`config.mk`:
```
export PLATFORM = sky130hd
export DESIGN_NAME = bus_watch_unit
export DESIGN_NICKNAME = d
export VERILOG_FILES = /design/src/rtl/bwu_pkg.sv /design/src/rtl/bwu_entry.sv /design/src/rtl/bwu_irq.sv /design/src/rtl/bus_watch_unit.sv
export SDC_FILE = /design/constraint.sdc
export NUM_CORES = 2
export LEC_CHECK = 0
export ABC_AREA = 1
export BUFFER_PORTS_ARGS = -buffer_cell sky130_fd_sc_hd__buf_2
export CORE_MARGIN = 2
export CORE_UTILIZATION = 66
export DETAILED_ROUTE_END_ITERATION = 12
export PLACE_DENSITY = 0.87
export RECOVER_POWER = 25
export SLEW_MARGIN = 0
export SYNTH_ARGS = -nofsm -noshare
export SYNTH_HDL_FRONTEND = slang
export SYNTH_SLANG_ARGS = --single-unit
```
`constraint.sdc`:
```
create_clock -name clk -period 5.9 [get_ports clk]
set_clock_uncertainty 0.15 [all_clocks]
set_input_delay 0.295 -clock clk [delete_from_list [all_inputs] [get_ports clk]]
set_output_delay 0.295 -clock clk [all_outputs]
set_load 0.02 [all_outputs]
```
`src/rtl/bwu_pkg.sv`:
```
package bwu_pkg;
   typedef enum logic [2:0] {
      FLD_LO       = 3'd0,
      FLD_HI       = 3'd1,
      FLD_OPS      = 3'd2,
      FLD_CLIENTS  = 3'd3,
      FLD_CAP_ADDR = 3'd4,
      FLD_CAP_SET  = 3'd5,
      FLD_CAP_INFO = 3'd6,
      FLD_ACK      = 3'd7
   } entry_fld_e;

   typedef enum logic [1:0] {
      GLB_MASK = 2'd0,
      GLB_RAW  = 2'd1,
      GLB_STAT = 2'd2,
      GLB_ACK  = 2'd3
   } glb_fld_e;

   localparam int INFO_OP_BIT    = 0;
   localparam int INFO_FIRST_LSB = 4;
   localparam int INFO_SIZE_LSB  = 8;
   localparam int STAT_IDX_LSB   = 8;
   localparam int STAT_ANY_BIT   = 12;
endpackage

```
`src/rtl/bwu_entry.sv`:
```
module bwu_entry
   import bwu_pkg::*;
#(
   parameter int AW            = 32,
   parameter int DW            = 32,
   parameter int NCLIENT       = 14,
   parameter int SW            = 3,
   parameter bit ACCUM_CLIENTS = 1'b1,
   localparam int CIDW         = $clog2(NCLIENT)
) (
   input  logic               clk,
   input  logic               rst_n,
   input  logic               cfg_we,
   input  logic [2:0]         cfg_fld,
   input  logic [DW-1:0]      wdata,
   input  logic               ack,
   input  logic               req_valid,
   input  logic [AW-1:0]      req_addr,
   input  logic [CIDW-1:0]    req_client,
   input  logic               req_write,
   input  logic [SW-1:0]      req_size,
   output logic               hit,
   output logic               pend,
   output logic [AW-1:0]      cap_addr,
   output logic [DW-1:0]      rd_data
);
   logic [AW-1:0]      lo_q, hi_q;
   logic [1:0]         ops_q;
   logic [NCLIENT-1:0] cmask_q;
   logic               cap_op_q;
   logic [CIDW-1:0]    cap_first_q;
   logic [SW-1:0]      cap_size_q;
   logic [NCLIENT-1:0] cap_set_q;
   logic [NCLIENT-1:0] client_oh;
   logic               take_first;
   logic               unused_wdata;

   assign unused_wdata = ^wdata;

   always_comb begin
      client_oh = '0;
      for (int c = 0; c < NCLIENT; c++) begin
         if (req_client == CIDW'(c)) client_oh[c] = 1'b1;
      end
   end

   assign hit = req_valid && (req_addr >= lo_q) && (req_addr <= hi_q)
                && ops_q[req_write] && (|(cmask_q & client_oh));

   assign take_first = hit && !ack && !pend;

   always_ff @(posedge clk) begin
      if (!rst_n) begin
         lo_q    <= '0;
         hi_q    <= '0;
         ops_q   <= '0;
         cmask_q <= '0;
      end else if (cfg_we) begin
         case (entry_fld_e'(cfg_fld))
            FLD_LO:      lo_q    <= wdata[AW-1:0];
            FLD_HI:      hi_q    <= wdata[AW-1:0];
            FLD_OPS:     ops_q   <= wdata[1:0];
            FLD_CLIENTS: cmask_q <= wdata[NCLIENT-1:0];
            default: ;
         endcase
      end
   end

   always_ff @(posedge clk) begin
      if (!rst_n) begin
         pend        <= 1'b0;
         cap_addr    <= '0;
         cap_op_q    <= 1'b0;
         cap_first_q <= '0;
         cap_size_q  <= '0;
      end else if (ack) begin
         pend <= 1'b0;
      end else if (take_first) begin
         pend        <= 1'b1;
         cap_addr    <= req_addr;
         cap_op_q    <= req_write;
         cap_first_q <= req_client;
         cap_size_q  <= req_size;
      end
   end

   generate
      if (ACCUM_CLIENTS) begin : g_accumulate
         always_ff @(posedge clk) begin
            if (!rst_n)            cap_set_q <= '0;
            else if (take_first)   cap_set_q <= client_oh;
            else if (hit && !ack)  cap_set_q <= cap_set_q | client_oh;
         end
      end else begin : g_first_only
         always_ff @(posedge clk) begin
            if (!rst_n)            cap_set_q <= '0;
            else if (take_first)   cap_set_q <= client_oh;
         end
      end
   endgenerate

   always_comb begin
      rd_data = '0;
      case (entry_fld_e'(cfg_fld))
         FLD_LO:       rd_data = DW'(lo_q);
         FLD_HI:       rd_data = DW'(hi_q);
         FLD_OPS:      rd_data = DW'(ops_q);
         FLD_CLIENTS:  rd_data = DW'(cmask_q);
         FLD_CAP_ADDR: rd_data = DW'(cap_addr);
         FLD_CAP_SET:  rd_data = DW'(cap_set_q);
         FLD_CAP_INFO: begin
            rd_data[INFO_OP_BIT]                     = cap_op_q;
            rd_data[INFO_FIRST_LSB +: CIDW]          = cap_first_q;
            rd_data[INFO_SIZE_LSB +: SW]             = cap_size_q;
         end
         default:      rd_data = '0;
      endcase
   end
endmodule

```
`src/rtl/bwu_irq.sv`:
```
module bwu_irq
   import bwu_pkg::*;
#(
   parameter int N_WATCH = 4
) (
   input  logic               clk,
   input  logic               rst_n,
   input  logic               mask_we,
   input  logic [N_WATCH-1:0] mask_wdata,
   input  logic [N_WATCH-1:0] pend,
   output logic [N_WATCH-1:0] mask_q,
   output logic [N_WATCH-1:0] masked,
   output logic [1:0]         top_idx,
   output logic               top_any,
   output logic               irq
);
   always_ff @(posedge clk) begin
      if (!rst_n)       mask_q <= '0;
      else if (mask_we) mask_q <= mask_wdata;
   end

   assign masked  = pend & mask_q;
   assign top_any = |masked;
   assign irq     = top_any;

   always_comb begin
      top_idx = '0;
      for (int i = N_WATCH - 1; i >= 0; i--) begin
         if (masked[i]) top_idx = 2'(i);
      end
   end
endmodule

```
`src/rtl/bus_watch_unit.sv`:
```
module bus_watch_unit
   import bwu_pkg::*;
#(
   parameter int N_WATCH       = 4,
   parameter int AW            = 32,
   parameter int DW            = 32,
   parameter int NCLIENT       = 14,
   parameter int SW            = 3,
   parameter int RAW           = 6,
   parameter bit ACCUM_CLIENTS = 1'b1,
   localparam int CIDW         = $clog2(NCLIENT)
) (
   input  logic            clk,
   input  logic            rst_n,
   input  logic            req_valid,
   input  logic [AW-1:0]   req_addr,
   input  logic [CIDW-1:0] req_client,
   input  logic            req_write,
   input  logic [SW-1:0]   req_size,
   input  logic            reg_wr,
   input  logic [RAW-1:0]  reg_addr,
   input  logic [DW-1:0]   reg_wdata,
   output logic [DW-1:0]   reg_rdata,
   output logic            irq
);
   if (N_WATCH < 1 || N_WATCH > 4) begin : g_bad_nwatch
      $error("N_WATCH must be 1..4");
   end
   if (AW > DW) begin : g_bad_aw
      $error("AW must not exceed DW");
   end
   if (NCLIENT < 2 || NCLIENT > 16 || NCLIENT > DW) begin : g_bad_nclient
      $error("NCLIENT must be 2..16");
   end
   if (SW < 1 || SW > 8) begin : g_bad_sw
      $error("SW must be 1..8");
   end
   if (RAW != 6) begin : g_bad_raw
      $error("RAW must be 6");
   end

   logic                        is_glb;
   logic [1:0]                  ent_sel;
   logic [2:0]                  ent_fld;
   logic [1:0]                  glb_fld;
   logic [N_WATCH-1:0]          cfg_we, ack_w, hit_w, pend_w;
   logic [N_WATCH-1:0][AW-1:0]  cap_addr_w;
   logic [N_WATCH-1:0][DW-1:0]  ent_rd;
   logic [N_WATCH-1:0]          mask_q, masked_w;
   logic [1:0]                  top_idx;
   logic                        top_any;
   logic                        glb_ack_we;
   logic [DW-1:0]               glb_rd;

   assign is_glb     = reg_addr[5];
   assign ent_sel    = reg_addr[4:3];
   assign ent_fld    = reg_addr[2:0];
   assign glb_fld    = reg_addr[1:0];
   assign glb_ack_we = reg_wr && is_glb && (glb_fld_e'(glb_fld) == GLB_ACK);

   generate
      for (genvar e = 0; e < N_WATCH; e++) begin : g_entry
         assign cfg_we[e] = reg_wr && !is_glb && (ent_sel == 2'(e));
         assign ack_w[e]  = (cfg_we[e] && (entry_fld_e'(ent_fld) == FLD_ACK))
                            || (glb_ack_we && reg_wdata[e]);

         bwu_entry #(
            .AW(AW), .DW(DW), .NCLIENT(NCLIENT), .SW(SW),
            .ACCUM_CLIENTS(ACCUM_CLIENTS)
         ) i_entry (
            .clk        (clk),
            .rst_n      (rst_n),
            .cfg_we     (cfg_we[e]),
            .cfg_fld    (ent_fld),
            .wdata      (reg_wdata),
            .ack        (ack_w[e]),
            .req_valid  (req_valid),
            .req_addr   (req_addr),
            .req_client (req_client),
            .req_write  (req_write),
            .req_size   (req_size),
            .hit        (hit_w[e]),
            .pend       (pend_w[e]),
            .cap_addr   (cap_addr_w[e]),
            .rd_data    (ent_rd[e])
         );
      end
   endgenerate

   bwu_irq #(.N_WATCH(N_WATCH)) i_irq (
      .clk        (clk),
      .rst_n      (rst_n),
      .mask_we    (reg_wr && is_glb && (glb_fld_e'(glb_fld) == GLB_MASK)),
      .mask_wdata (reg_wdata[N_WATCH-1:0]),
      .pend       (pend_w),
      .mask_q     (mask_q),
      .masked     (masked_w),
      .top_idx    (top_idx),
      .top_any    (top_any),
      .irq        (irq)
   );

   always_comb begin
      glb_rd = '0;
      case (glb_fld_e'(glb_fld))
         GLB_MASK: glb_rd = DW'(mask_q);
         GLB_RAW:  glb_rd = DW'(pend_w);
         GLB_STAT: begin
            glb_rd[N_WATCH-1:0]          = masked_w;
            glb_rd[STAT_IDX_LSB +: 2]    = top_idx;
            glb_rd[STAT_ANY_BIT]         = top_any;
         end
         default:  glb_rd = '0;
      endcase
   end

   always_comb begin
      reg_rdata = '0;
      if (is_glb) begin
         reg_rdata = glb_rd;
      end else begin
         for (int e = 0; e < N_WATCH; e++) begin
            if (ent_sel == 2'(e)) reg_rdata = ent_rd[e];
         end
      end
   end
endmodule

```
; Word level (Yosys, flattened, before mapping)
; Cells that the tools add are included.
[word_totals]
register_bits = 544
in_bits = 82
elab_cells = 238
[op_classes]
reduce_logical = 90
mux = 58
eq_ne = 26
n_lt_le_gt_ge = 9
bitwise = 14
[op_table]
columns = operator, n
row1 = $pmux 21 s5, 4
row2 = $pmux 7 s6, 4
row3 = $mux 32, 5
row4 = $ge 32x32->1, 4
row5 = $le 32x32->1, 4
row6 = $mux 14, 8
row7 = $pmux 3 s6, 4
row8 = $and 14x14->14, 4
row9 = $or 14x14->14, 4
row10 = $reduce_or 14->1, 4
row11 = $logic_and 1x1->1, 40
row12 = $reduce_and 2->1, 20
row13 = $pmux 1 s7, 4
row14 = $eq 4x4->1 const B, 6
row15 = $mux 1, 23
row16 = $eq 4x3->1 const B, 4
row17 = $eq 3x3->1 const B, 4
row18 = $pmux 4 s3, 1
row19 = $mux 2, 5
row20 = $logic_not 1->1, 9
row21 = $eq 2x2->1 const B, 4
row22 = $eq 4x2->1 const B, 2
row23 = $reduce_bool 2->1, 4
row24 = $reduce_or 2->1, 4
row25 = 12 further kinds, 22

; Logic depth before layout (Yosys ltp)
[logic_depth]
depth_word = 9
ltp_mapped = 19
depth_no_buf = 18

; Modules after synthesis
; Synthesis repeated with hierarchy kept, for this count alone.
[hier_totals]
hier_cells = 4639
hier_area_um2 = 31377.6
[by_module_without_submodules]
columns = module, seq_area_each_um2, area_each_um2, cells_per_inst, n_inst
row1 = bwu_entry (g_entry[0].i_entry ...), 2702.6, 7415.9, 1064, 3
row2 = bwu_entry (g_entry[3].i_entry), 2702.6, 7418.4, 1074, 1
row3 = bus_watch_unit, 0.0, 1502.7, 340, 1
row4 = bwu_irq, 80.1, 209.0, 33, 1

; Least setup slack after synthesis
; OpenSTA, ideal clock, no wires.
[synth_timing]
kind = input to output
from = input port reg_addr[0]
to = output port reg_rdata[17]
path_stages = 8
arrival_time_ns = 2.476
setup_slack_ns = 2.979
cell_sequence = buf_2 -> nor2_2 -> nand2_1 -> buf_2 -> buf_2 -> o22ai_1 -> o22ai_1 -> a2111oi_0
[synth_between]
elab_chain_len = 7
[synth_lines]
columns = item, line_no
row1 = "start, declared", bus_watch_unit.sv:21  ; input logic [RAW-1:0] reg_addr,
row2 = "$eq 3x3->1, or another cell as far along", bwu_entry.sv:104  ; case (entry_fld_e'(cfg_fld))
row3 = $pmux 21 s5, bwu_entry.sv:104
row4 = $mux 32 (3 in series), bus_watch_unit.sv:123  ; if (ent_sel == 2'(e)) reg_rdata = ent_rd[e];
row5 = $mux 32 (*), bus_watch_unit.sv:123
row6 = $mux 32 (*), bus_watch_unit.sv:119  ; if (is_glb) begin
row7 = "end, declared", bus_watch_unit.sv:23  ; output logic [DW-1:0] reg_rdata,
; Mark *: on every way between the ends. The rest lies on a longest branch, timed or not.

==> results by group <==
Placed design
  • GPL Wtd Cong: 1.09
  • HPWL Detailed: 74.9 mm
  • Port-buffer cells: 114
  • Pre-CTS setup slack: 1.85 ns
  • Dpl cell area: 0.0310 mm²

Timing
  • Fin worst setup slack: 1.14 ns
  • Final Cycle Share: 80.7%
  • Min Tclk post-route: 4.76 ns
  • Setup TNS: 0 ns
  • Rel. slew slack: -109%
  • # setup viols final: 0
  • Tightest Pin Transition: 3.13 ns
  • Slew Limit Fails: 518
  • Final Hold Fails: 0
  • Final hold slack: 0.0361 ns
  • FMAX: 210 MHz
  • RSZ-0062 raised after global routing: no

Clock tree
  • Clock root buffer: clkbuf_16
  • Clock buffer depth: 3
  • Worst skew pair latency: 0.65 ns
  • Post-CTS setup buffer count: 0
  • H-tree depth: 2
  • Total CTS buffers: 56
  • Clock transition at the registers of the reported paths: 0.07 ns
  • Clock sinks: 544
  • CTS tree: done

Worst setup path
  • Worst path slowest cell: clkbuf_1
  • Cell chain of the critical path: clkbuf_2, clkbuf_1, o21ai_0, a21oi_1
  • WP data required: 6.31 ns
  • Kind of critical path: primary input to flop
  • Worst Setup SP: rst_n
  • CP endpoint kind: flop
  • Slowest stage delay, CP: 2.13 ns
  • Startpoint types: primary input
  • Crit path DAT: 5.17 ns
  • Crit Path Max Fanout: 159
  • RR Startpoint: g_entry[3].i_entry.hi_q[15]

Final layout
  • Final Instance Area: 0.0336 mm²
  • Fill count: 3637
  • Area of the multi-input gates: 0.0163 mm²
  • Final nets: 4764
  • Register area: 0.0109 mm²
  • Fraction of layout cells with a size suffix above 1: 6.71%
  • Final Core Density: 74.0%
  • Area growth, synth to finish: 10.7%

Floorplanning
  • Io pins: 115
  • Die span in x: 218 µm
  • Core area: 0.0454 mm²
  • # rows: 78
  • Die area: 0.0477 mm²
  • Initial Util: 66.9%
  • Die Y: 218 µm

Pwr
  • Switching pwr: 2250 µW
  • Logic pwr share: 10.9%
  • Sw Ratio: 26.8%
  • Power Density: 250 mW/mm²
  • Worst VDD drop: 0.226 mV
  • LEAKAGE: 0.0142 µW
  • Seq pwr share: 44.0%
  • Clock share of power: 45.1%
  • Int Pwr: 6160 µW

Routing
  • DRT Pass-1 Iters: 7
  • ANT nets after route: 0
  • Vias: 32000
  • Via density: 6.31
  • Drt drc: 0
  • Wire length per cell: 22.7 µm
  • Routed WL: 115 mm
  • DR iter-0 viols: 4554

Logic synthesis
  • Sequential element share of the synthesized area: 35.9%
  • Post-synthesis mux area share: 0%
  • Synthesis-stage register bit count: 544
  • Synth Area in Simple Gates: 20.8%
  • Netlist Area Pre-Place: 0.0303 mm²
  • Largest family of logic cells by synthesized area: compound AO/OA/AOI/OAI gates
  • Warnings from Yosys: 0
  • XOR/XNOR Fraction of Synth Area: 0%
  • Adder-Cell Fraction of Synth Area: 10.6%
  • Area fraction in compound gates after synthesis: 22.2%
  • Syn Inst Count: 4399
  • Post-Syn Area per Cell: 6.90 µm²
  • Syn_nets: 4737
  • Yosys cell types: 44

Global route
  • Initial antenna violation count: 5
  • First-pass GRT wire length: 172 mm
  • GRT Util Overall: 47.3%
  • Grt ovf: 0
  • Vias in the first global route: 29700
  • Largest net degree at the start of global routing: 160

Worst hold path
  • Worst Hold Class: primary input to flop
  • Hold_sp: reg_wdata[3]

Run
  • # Max-Cap Violations: 6

Outcome
  • Failing checks: capacitance limit, slew limit
  • Status: finished with violations
==> layout by cell type (no fill, tap or decap), drive strengths merged, types with 4 or more instances in the layout <==
| cell | n |
|---|---|
| a2111oi | 5 |
| a211oi | 8 |
| a21o | 8 |
| a21oi | 492 |
| a221oi | 47 |
| a22oi | 9 |
| buf | 151 |
| bufinv | 5 |
| clkbuf | 89 |
| clkinv | 14 |
| dfxtp | 544 |
| diode | 4 |
| dlygate4sd3 | 69 |
| ha | 256 |
| inv | 550 |
| nand2 | 865 |
| nand3 | 41 |
| nand4 | 72 |
| nor2 | 567 |
| nor3 | 22 |
| nor4 | 4 |
| o2111ai | 20 |
| o211ai | 8 |
| o21a | 18 |
| o21ai | 488 |
| o221ai | 18 |
| o22ai | 85 |
| o31ai | 4 |
==> cells in the mapped netlist, drive strengths merged <==
cell type / number / area share (%)
o2111ai: 20 / 0.58
buf: 68 / 1.4
ha: 256 / 11
inv: 551 / 6.8
dfxtp: 544 / 36
a221oi: 47 / 1.4
a22oi: 9 / 0.24
o22ai: 85 / 1.8
nor4: 4 / 0.082
o21ai: 488 / 8.0
o21bai: 3 / 0.074
a21o: 8 / 0.20
o21a: 18 / 0.45
a32oi: 1 / 0.029
a211o: 2 / 0.058
a31oi: 3 / 0.062
nand4: 72 / 1.5
clkinv: 1 / 0.012
a21oi: 492 / 8.2
o31ai: 4 / 0.099
nand3: 41 / 0.69
o221ai: 18 / 0.52
clkbuf: 188 / 2.3
nor2: 567 / 7.3
a21boi: 1 / 0.025
a2111oi: 5 / 0.14
o211ai: 8 / 0.20
a211oi: 8 / 0.20
nand2: 865 / 11
nor3: 22 / 0.36
==> power groups by stage <==
stage | Combinational, µW | Clock (µW) | Sequential, µW
floorplan | 475 | 0 | 3780
global placement | 797 | 0 | 3780
detailed placement | 812 | 0 | 3780
CTS | 854 | 3760 | 3700
global route | 961 | 3920 | 3700
finish | 914 | 3790 | 3700
==> layout make-up <==
| class | instances | area share, % |
|---|---|---|
| Antenna cell | 4 | 0.0298 |
| Clock buffer | 84 | 5.09 |
| Clock inverter | 17 | 0.659 |
| Inverter | 552 | 6.18 |
| Multi-Input combinational cell | 3047 | 48.6 |
| Sequential cell | 544 | 32.4 |
| Tap cell | 600 | 2.24 |
| Timing Repair Buffer | 225 | 4.78 |
==> registers in the layout (all words and copies together), names as in the netlist <==
signal,count
g_entry.i_entry.ops_q,8
g_entry.i_entry.lo_q,128
g_entry.i_entry.hi_q,128
g_entry.i_entry.cap_addr,128
g_entry.i_entry.cap_size_q,12
g_entry.i_entry.cap_set_q,56
i_irq.mask_q,4
g_entry.i_entry.cap_first_q,16
g_entry.i_entry.cap_op_q,4
g_entry.i_entry.cmask_q,56
g_entry.i_entry.pend,4
==> cells by family (layout without fill, tap and decap cells) <==
logic type | count (synthesis) | after routing
compound gates | 1220 | 1220
fa+ha+maj | 256 | 256
buf+inv | 808 | 878
flops | 544 | 544
other cells | 0 | 4
simple gates | 1571 | 1571
==> worst paths after layout <==
| kind | end | slack (ns) | cells after the start |
|---|---|---|---|
| setup reg to reg | g_entry[3].i_entry.cap_addr[17] | 1.69 | 13 |
| hold / removal | g_entry[3].i_entry.cmask_q[3] | 0.04 | 4 |
| setup / recovery | g_entry[1].i_entry.hi_q[31] | 1.14 | 4 |
| hold reg to reg | g_entry[0].i_entry.cap_set_q[13] | 0.31 | 2 |
==> through the flow <==
step	instances	power, µW
after CTS	5069	8310
after floorplan	4399	4250
final	5073	8410
after global routing	5069	8580
after detailed placement	4899	4590
after global placement	4899	4580
==> repair_timing <==
item,CTS,global route
setup endpoints to repair,0,0
endpoints found under the hold margin,335,0
hold buffers,69,0
resized for setup,0,0
==> layer usage <==
layer	vias to the layer above	track usage, %	share of wire [%]
met4	2	34.5	8.6
met1	14300	59.0	36
li1	14600	-	-
met5	-	0	0.0096
met2	2450	69.1	41
met3	620	14.1	15
==> worst max-delay path, delay by kind of cell <==
family	cells	cell delay, ns
buffers and inverters	2	4.17
AOI/OAI and AO/OA	2	0.66
Power figures use the tool's default switching activity.
